<file path="config.mk">
export PLATFORM = sky130hd
export DESIGN_NAME = hazard_fwd_unit
export DESIGN_NICKNAME = d
export VERILOG_FILES = /design/src/rtl/hzd_pkg.sv /design/src/rtl/hzd_match_dp.sv /design/src/rtl/hzd_ctrl.sv /design/src/rtl/hazard_fwd_unit.sv
export SDC_FILE = /design/constraint.sdc
export NUM_CORES = 1
export LEC_CHECK = 0
export ABC_AREA = 1
export BUFFER_PORTS_ARGS = -buffer_cell sky130_fd_sc_hd__clkbuf_2
export CELL_PAD_IN_SITES_DETAIL_PLACEMENT = 0
export CELL_PAD_IN_SITES_GLOBAL_PLACEMENT = 1
export CORE_MARGIN = 5
export CORE_UTILIZATION = 24
export DETAILED_ROUTE_END_ITERATION = 16
export PLACE_DENSITY = 0.78
export SETUP_SLACK_MARGIN = 0.2
export SLEW_MARGIN = 10
export SYNTH_ARGS = -nofsm -noshare
export SYNTH_HDL_FRONTEND = slang
export SYNTH_HIERARCHICAL = 1
export SYNTH_SLANG_ARGS = --single-unit
</file>
<file path="constraint.sdc">
create_clock -name vclk -period 0.8
set_input_delay 0.04 -clock vclk [all_inputs]
set_output_delay 0.04 -clock vclk [all_outputs]
set_load 0.02 [all_outputs]
</file>
<file path="src/rtl/hzd_pkg.sv">
package hzd_pkg;

  localparam int NUM_OPND = 2;
  localparam int SEL_W    = 2;

  typedef enum logic [SEL_W-1:0] {
    SEL_RF  = 2'd0,
    SEL_WB  = 2'd1,
    SEL_MEM = 2'd2
  } fwd_sel_e;

  // Match strobes passed from the comparator datapath to the control
  typedef struct packed {
    logic [NUM_OPND-1:0] memHit;     // execute/memory dest equals exec-stage source
    logic [NUM_OPND-1:0] wbHit;      // memory/writeback dest equals exec-stage source
    logic [NUM_OPND-1:0] exRawHit;   // exec-stage dest equals used decode source
    logic [NUM_OPND-1:0] memRawHit;  // memory-stage dest equals used decode source
    logic [NUM_OPND-1:0] loadHit;    // exec-stage load dest equals used decode source
  } hit_strobe_t;

endpackage

</file>
<file path="src/rtl/hzd_match_dp.sv">
module hzd_match_dp
  import hzd_pkg::*;
#(
  parameter int REG_W = 5
) (
  input  logic [NUM_OPND-1:0][REG_W-1:0] idSrc,
  input  logic [NUM_OPND-1:0]            idUsed,
  input  logic [NUM_OPND-1:0][REG_W-1:0] exSrc,
  input  logic [REG_W-1:0]               exRd,
  input  logic                           exRegWrite,
  input  logic                           exMemRead,
  input  logic [REG_W-1:0]               memRd,
  input  logic                           memRegWrite,
  input  logic [REG_W-1:0]               wbRd,
  input  logic                           wbRegWrite,
  output hit_strobe_t                    hits
);

  localparam logic [REG_W-1:0] ZERO_IDX = '0;

  logic exWrNz, exLdNz, memWrNz, wbWrNz;

  // Destination qualifiers: a write to index 0 is never a real producer
  assign exWrNz  = exRegWrite  && (exRd  != ZERO_IDX);
  assign exLdNz  = exMemRead   && (exRd  != ZERO_IDX);
  assign memWrNz = memRegWrite && (memRd != ZERO_IDX);
  assign wbWrNz  = wbRegWrite  && (wbRd  != ZERO_IDX);

  for (genvar g = 0; g < NUM_OPND; g++) begin : g_opnd
    logic idExEq, idMemEq, exMemEq, exWbEq;
    assign idExEq  = (idSrc[g] == exRd);
    assign idMemEq = (idSrc[g] == memRd);
    assign exMemEq = (exSrc[g] == memRd);
    assign exWbEq  = (exSrc[g] == wbRd);

    assign hits.memHit[g]    = memWrNz && exMemEq;
    assign hits.wbHit[g]     = wbWrNz  && exWbEq;
    assign hits.exRawHit[g]  = idUsed[g] && exWrNz  && idExEq;
    assign hits.memRawHit[g] = idUsed[g] && memWrNz && idMemEq;
    assign hits.loadHit[g]   = idUsed[g] && exLdNz  && idExEq;
  end

endmodule

</file>
<file path="src/rtl/hzd_ctrl.sv">
module hzd_ctrl
  import hzd_pkg::*;
#(
  parameter bit FORWARD_EN = 1'b1
) (
  input  hit_strobe_t                    hits,
  output logic [NUM_OPND-1:0][SEL_W-1:0] fwdSel,
  output logic                           stall,
  output logic                           pcHold,
  output logic                           ifIdHold,
  output logic                           idExBubble
);

  logic loadStall;
  logic rawStall;
  logic rawAny;

  assign loadStall = |hits.loadHit;
  assign rawAny    = |(hits.exRawHit | hits.memRawHit);

  if (FORWARD_EN) begin : g_fwd
    for (genvar g = 0; g < NUM_OPND; g++) begin : g_sel
      fwd_sel_e sel;
      always_comb begin
        if (hits.memHit[g])     sel = SEL_MEM;  // newest result first
        else if (hits.wbHit[g]) sel = SEL_WB;
        else                    sel = SEL_RF;
      end
      assign fwdSel[g] = sel;
    end
    assign rawStall = 1'b0;
  end else begin : g_nofwd
    for (genvar g = 0; g < NUM_OPND; g++) begin : g_sel
      assign fwdSel[g] = SEL_RF;
    end
    assign rawStall = rawAny;
  end

  assign stall      = loadStall | rawStall;
  assign pcHold     = stall;
  assign ifIdHold   = stall;
  assign idExBubble = stall;

endmodule

</file>
<file path="src/rtl/hazard_fwd_unit.sv">
module hazard_fwd_unit
  import hzd_pkg::*;
#(
  parameter int REG_W      = 5,
  parameter bit FORWARD_EN = 1'b1
) (
  input  logic [REG_W-1:0] idRs1,
  input  logic [REG_W-1:0] idRs2,
  input  logic             idRs1Used,
  input  logic             idRs2Used,
  input  logic [REG_W-1:0] exRs1,
  input  logic [REG_W-1:0] exRs2,
  input  logic [REG_W-1:0] exRd,
  input  logic             exRegWrite,
  input  logic             exMemRead,
  input  logic [REG_W-1:0] memRd,
  input  logic             memRegWrite,
  input  logic [REG_W-1:0] wbRd,
  input  logic             wbRegWrite,
  output logic [1:0]       fwdSelA,
  output logic [1:0]       fwdSelB,
  output logic             stall,
  output logic             pcHold,
  output logic             ifIdHold,
  output logic             idExBubble
);

  logic [NUM_OPND-1:0][REG_W-1:0] idSrc;
  logic [NUM_OPND-1:0][REG_W-1:0] exSrc;
  logic [NUM_OPND-1:0]            idUsed;
  logic [NUM_OPND-1:0][SEL_W-1:0] selVec;
  hit_strobe_t                    hits;

  assign idSrc  = {idRs2, idRs1};
  assign exSrc  = {exRs2, exRs1};
  assign idUsed = {idRs2Used, idRs1Used};

  hzd_match_dp #(.REG_W(REG_W)) dp_i (
    .idSrc       (idSrc),
    .idUsed      (idUsed),
    .exSrc       (exSrc),
    .exRd        (exRd),
    .exRegWrite  (exRegWrite),
    .exMemRead   (exMemRead),
    .memRd       (memRd),
    .memRegWrite (memRegWrite),
    .wbRd        (wbRd),
    .wbRegWrite  (wbRegWrite),
    .hits        (hits)
  );

  hzd_ctrl #(.FORWARD_EN(FORWARD_EN)) ctrl_i (
    .hits       (hits),
    .fwdSel     (selVec),
    .stall      (stall),
    .pcHold     (pcHold),
    .ifIdHold   (ifIdHold),
    .idExBubble (idExBubble)
  );

  assign fwdSelA = selVec[0];
  assign fwdSelB = selVec[1];

endmodule

</file>
==> results.ini, run 1 <==
[outcome]
run_status = complete, but fails checks
violations = setup timing

[synth]
ys.warnings.count = 6
avgSynthCellArea_um2 = 4.244
syn_area_um2 = 649.4
syn_inst = 153
synth_fp_nets = 194

[worst_setup_path]
crit_path_start_kind = input port
critPathArrivalTime_ps = 880
cp_data_required_time_ps = 760
worstSetupPathType = in2out
worst-path-max-fanout = 5
worstSetupEndpointType = output port

[sta]
setup-tns-final_ps = -667.2
worst_slew_pin_slew_ps = 200.6
fin_crit_ps = 919.6
slew-limit-headroom = 0.8663
hold_viol = 0
whs_ps = 428.9
setup_viol = 7
rsz0062_at_grt = true
setup_ws_ps = -119.6
fin_crit_sh = 1.149
fmax_ghz = 1.087
slew_viol_final = 0

[floorplan]
die_h_um = 62.02
core_area_um2 = 2522
ios = 49
fp.dieArea_um2 = 3846
initial_core_util = 0.2574
rows = 18
die_x_um = 62.02

[layout]
area_growth_pct = 102.1
seq_cell_count = 0
final_cells = 226
n_clock_buffer = 0
final-seq-area_um2 = 0
nNetsFinal = 239
drive_above_1_share = 0.5612
n_antenna_cell = 0

[clock_tree]
post_cts_buffers = 0
ctsHoldBuffers = 0

[pwr]
swShare = 0.4815
power.share.combinational = 1.000
p_per_area_nw_per_um2 = 469.5
p_leak_nw = 0.7202
sequentialPowerShare = 0
finalPower_w = 0.0006162
pwr-share-clk = 0
ir_drop_uv = 230.6
power_switching_w = 0.0002967
cellInternalPower_w = 0.0003195

[grt]
grt_max_degree = 6
track_usage = 0.1156
first_global_vias = 904
grt-ovfl-total = 0
grt_pass1_wl_um = 3539
antenna_found_initial = 0

[detailed_routing]
dr_total_vias = 981
via_per_inst = 4.341
drc = 0
drtIter0Drc = 31
drtAntennaViolNets = 0
wirelength_um = 2337
firstDrtPassIters = 4
wl_per_cell_um = 10.34

[place]
place_congestion = 0.7250
portBuffers = 48
dpl.cell_count = 226
dp_slack_ps = -170.0
dp_hpwl_um = 1848

[hold_path]
hp-class = in2out

[flow_run]
cap_violations = 0

[worst paths after layout]
check,cells after the start,slack [ps],start,endpoint
worst max-delay path,9,-120,exRd[0],ifIdHold
worst min-delay path,4,430,memRegWrite,fwdSelB[1]
[critical path: stages]
cell	delay, ps
clkbuf_8	120
nor2_2	90
nor2_1	50
nor2_1	100
nand3_1	80
nor2_1	100
inv_1	70
nand2_4	110
buf_8	120
[layer usage]
| layer | part of all wire | wire length, um | vias to the layer above | track usage |
|---|---|---|---|---|
| met5 | 0 | 0 | - | 0 |
| met4 | 0 | 0 | 0 | 0 |
| met3 | 0.054 | 126 | 0 | 0.002066 |
| met2 | 0.58 | 1348 | 23 | 0.2337 |
| met1 | 0.37 | 862 | 434 | 0.1416 |
| li1 | - | - | 524 | - |
[power by group through the flow]
stage | logic, W | registers [W] | clock network (W)
CTS | 0.000489 | 0 | 0
global placement | 0.000406 | 0 | 0
floorplan | 0.000233 | 0 | 0
detailed placement | 0.000411 | 0 | 0
finish | 0.000616 | 0 | 0
global route | 0.000679 | 0 | 0
[what timing repair did]
action	in CTS	in global routing
pin swaps	15	43
gates resized for setup	45	85
endpoints found under the setup margin	8	8
[through the flow]
stage / cell area [um2] / util
2_1_floorplan: 703.2 / -
3_3_place_gp: 924.6 / 0.3666
3_5_place_dp: 924.6 / 0.3666
4_1_cts: 1119 / 0.4435
5_1_grt: 1313 / 0.5203
6_report: 1313 / 0.5203
[cells in the final DEF, fill, tap and decap left out, types with 5 or more instances in the layout]
cell type	count
nor2_1	14
nand2_2	23
clkbuf_8	5
clkbuf_2	18
nor2_2	10
buf_6	5
nand3_1	9
inv_4	14
buf_8	18
nand2_1	46
inv_1	10
xnor2_1	5
inv_2	7
[final cells by class]
class / count / area, um2
Fill cell: 267 / 1210
Timing Repair Buffer: 48 / 500.5
Inverter: 33 / 173.9
Multi-Input combinational cell: 115 / 600.6
Tap cell: 30 / 37.54
No activity file was read; power rests on OpenSTA's default activity.
==> run 2: changes to the inputs <==
- CORE_ASPECT_RATIO: not set -> 1.4
- CORE_UTILIZATION: 24 -> 29
- PLACE_DENSITY: 0.78 -> 0.89
- clock period: 0.8 -> 1.18 ns (I/O delays scaled with it)
==> results.ini, run 2 (synthesis gave the netlist of run 1 again) <==
[layout]
area_growth_pct = 68.59
layout_commonest_cell = nand2_1
final_cells = 218
final-seq-area_um2 = 0
fin_util = 0.5087
drive_above_1_share = 0.4388
n_clock_buffer = 0
n_antenna_cell = 0
layout_common_cells = nand2_1, clkbuf_2, nor2_1
nNetsFinal = 239
seq_cell_count = 0

[worst_setup_path]
worstSetupEndpointType = output port
worstSetupPathType = in2out
critPathArrivalTime_ps = 880
crit_path_start_kind = input port
worst-path-max-fanout = 4
cp-startpoint = exRd[4]
cp_data_required_time_ps = 1120

[sta]
slew_viol_final = 0
fmax_ghz = 1.063
setup_viol = 0
rsz0062_at_grt = true
worst_slew_pin_slew_ps = 155.3
fin_crit_sh = 0.7976
fin_crit_ps = 941.1
slew-limit-headroom = 0.8958
hold_viol = 0
setup-tns-final_ps = 0

[detailed_routing]
via_per_inst = 4.376
firstDrtPassIters = 3
wl_per_cell_um = 8.940
drtIter0Drc = 4
drc = 0
wirelength_um = 1949
dr_total_vias = 954
drtAntennaViolNets = 0

[pwr]
sequentialPowerShare = 0
p_leak_nw = 0.6755
swShare = 0.4898
pwr-share-clk = 0
power_switching_w = 0.0001644
p_per_area_nw_per_um2 = 306.7
ir_drop_uv = 128.4
cellInternalPower_w = 0.0001713
power.share.combinational = 1.000

[place]
portBuffers = 48
dpl.cell_count = 218
place_congestion = 0.7843
dp_hpwl_um = 1736

[floorplan]
ios = 49
fp.dieArea_um2 = 3299
die_x_um = 50.00
initial_core_util = 0.3017
die_h_um = 65.99
core_area_um2 = 2152
rows = 20

[hold_path]
holdPathEnd = fwdSelB[1]
min_path_cells = 4
hold_path.startpoint = memRegWrite
hp-class = in2out

[clock_tree]
ctsHoldBuffers = 0

[grt]
grt_max_degree = 6
first_global_vias = 880
grt_pass1_wl_um = 3105
antenna_found_initial = 0
track_usage = 0.1100
grt-ovfl-total = 0

[flow_run]
cap_violations = 0

[outcome]
run_status = finished, final reports clean

[run 2: routing by layer]
metal  routed length, um  part of all wire  global-route usage  vias to the layer above
li1                    -                 -                   -                      527
met2                1105              0.57              0.2327                       27
met5                   0                 0                   0                        -
met4                   0                 0                   0                        0
met3                 138             0.071             0.01354                        0
met1                 705              0.36              0.1156                      400
[run 2: critical path, stage by stage]
cell and delay [ps]:
clkbuf_2 120, inv_2 40, nand2_1 50, nand2_1 60, nor2_1 90, nand3_1 80
nor2_1 90, inv_1 70, nand2_4 100, buf_6 120
[run 2: worst max path at each step]
| stage | end | slack (ps) | cells past startpoint |
|---|---|---|---|
| after CTS | stall | 190 | 10 |
| after detailed placement | pcHold | 170 | 10 |
| after global routing | stall | 110 | 10 |
| after global placement | idExBubble | 190 | 10 |
| final | stall | 240 | 10 |
| after floorplan | ifIdHold | 280 | 9 |
[run 2: metrics by stage]
stage / instance area, um2 / worst slack, ps / hold WS (ps) / total power, W
detailed placement: 879.6 / 170.8 / 468.3 / 0.0002657
CTS: 904.6 / 190.6 / 470.2 / 0.0002697
global placement: 879.6 / 193.0 / 465.5 / 0.0002611
finish: 1095 / 238.9 / 462.7 / 0.0003358
global route: 1095 / 111.7 / 485.9 / 0.0003778
floorplan: 649.4 / 281.3 / 352.1 / 0.0001483
[run 2: power groups by stage]
stage / clock [W] / combinational [W] / sequential (W)
2_1_floorplan: 0 / 0.000148 / 0
3_3_place_gp: 0 / 0.000261 / 0
3_5_place_dp: 0 / 0.000266 / 0
4_1_cts: 0 / 0.000270 / 0
5_1_grt: 0 / 0.000378 / 0
6_report: 0 / 0.000336 / 0
[run 2: what timing repair did]
action / 4_1_cts / 5_1_grt
setup endpoints to repair: 4 / 8
setup buffers: 0 / 0
gates resized for setup: 7 / 94
pin swaps: 0 / 27
[run 2: area by class of cell]
cell class,instances,area [um2]
tap,22,27.53
inverter,33,128.9
timing repair buffer,48,400.4
multi-input combinational,115,538.0
fill,241,1057
==> run 3: changes to the inputs <==
- CORE_UTILIZATION: 29 -> 27
- PLACE_DENSITY: 0.89 -> 0.83
- clock period: 1.18 -> 1 ns (I/O delays scaled with it)
==> results.ini, run 3 (synthesis gave the netlist of run 1 again) <==
[pwr]
ir_drop_uv = 157.4
finalPower_w = 0.0004719
p_per_area_nw_per_um2 = 373.1
p_leak_nw = 0.7156

[detailed_routing]
firstDrtPassIters = 3
drc = 0
via_per_inst = 4.356
wl_per_cell_um = 10.04
wirelength_um = 2199
drtIter0Drc = 3
dr_total_vias = 954
drtAntennaViolNets = 0

[place]
dp_hpwl_um = 1840
dp_slack_ps = 13.19
place_area_um2 = 883.3
portBuffers = 48
place_congestion = 0.7411

[layout]
final-seq-area_um2 = 0
seq_cell_count = 0
layout_common_cells = nand2_1, nand2_2, nor2_1
area_growth_pct = 94.80
drive_above_1_share = 0.5306
n_clock_buffer = 0
n_antenna_cell = 0
layout_commonest_cell = nand2_1
fin_util = 0.5409
nNetsFinal = 239
final_area_um2 = 1265

[sta]
fmax_ghz = 1.052
fin_crit_ps = 950.6
rsz0062_at_grt = true
setup-tns-final_ps = 0
fin_crit_sh = 0.9506
slew_viol_final = 0
setup_ws_ps = 49.37
slew-limit-headroom = 0.8956
setup_viol = 0
hold_viol = 0
worst_slew_pin_slew_ps = 156.5

[grt]
track_usage = 0.1119
grt_max_degree = 6
first_global_vias = 873
grt_pass1_wl_um = 3201
antenna_found_initial = 0
grt-ovfl-total = 0

[floorplan]
die_x_um = 51.45
initial_core_util = 0.2777
core_area_um2 = 2338
die_h_um = 68.03
rows = 21
fp.dieArea_um2 = 3500
ios = 49

[hold_path]
hold_path.startpoint = memRegWrite
hp-class = in2out
min_path_cells = 4
holdPathEnd = fwdSelA[1]

[worst_setup_path]
worstSetupPathType = in2out
worstSetupEndpointType = output port
cp_data_required_time_ps = 950
critPathArrivalTime_ps = 900
worst-path-max-fanout = 3
crit_path_start_kind = input port

[outcome]
run_status = finished, final reports clean

[flow_run]
cap_violations = 0

[clock_tree]
ctsHoldBuffers = 0

==> run 3: metal layers <==
metal | track usage | share of wire
met1 | 0.09948 | 0.32
met2 | 0.2675 | 0.63
met3 | 0.008715 | 0.046
met4 | 0 | 0
met5 | 0 | 0
==> run 3: worst max-delay path by stage <==
stage / start / endpoint
finish: wbRd[3] / fwdSelA[0]
floorplan: exRd[2] / ifIdHold
global route: wbRd[0] / fwdSelA[0]
global placement: wbRd[1] / fwdSelA[0]
detailed placement: wbRd[2] / fwdSelA[0]
CTS: exRs1[2] / fwdSelA[0]
==> run 3: power breakdown <==
part / total (W) / internal, W / switching [W]
logic: 0.000472 / 0.000254 / 0.000218
clock network: 0 / 0 / 0
registers: 0 / 0 / 0
==> run 3: cell type report <==
| type | instances | area [um2] |
|---|---|---|
| inverter | 33 | 151.4 |
| tap | 23 | 28.78 |
| multi-input combinational | 115 | 576.8 |
| timing repair buffer | 48 | 508.0 |
| fill | 230 | 1074 |
==> run 3: critical path, cell delays in order <==
cell and delay, ps:
buf_8 100, nand2_1 50, nand2_1 50, nor2_1 110, nand3_1 90, nor2_2 130
inv_1 60, nor2_2 110, clkbuf_8 150
==> run 3: per-stage QoR <==
step           hold WS, ps  instances
4_1_cts              461.8        219
3_5_place_dp         467.4        219
5_1_grt              486.3        219
6_report             463.0        219
2_1_floorplan        334.1        153
3_3_place_gp         461.3        219
==> run 3: what timing repair did <==
action | in CTS | in global routing
gates resized for setup | 40 | 89
pin swaps | 14 | 39
endpoints found under the setup margin | 8 | 8
setup buffers | 0 | 0
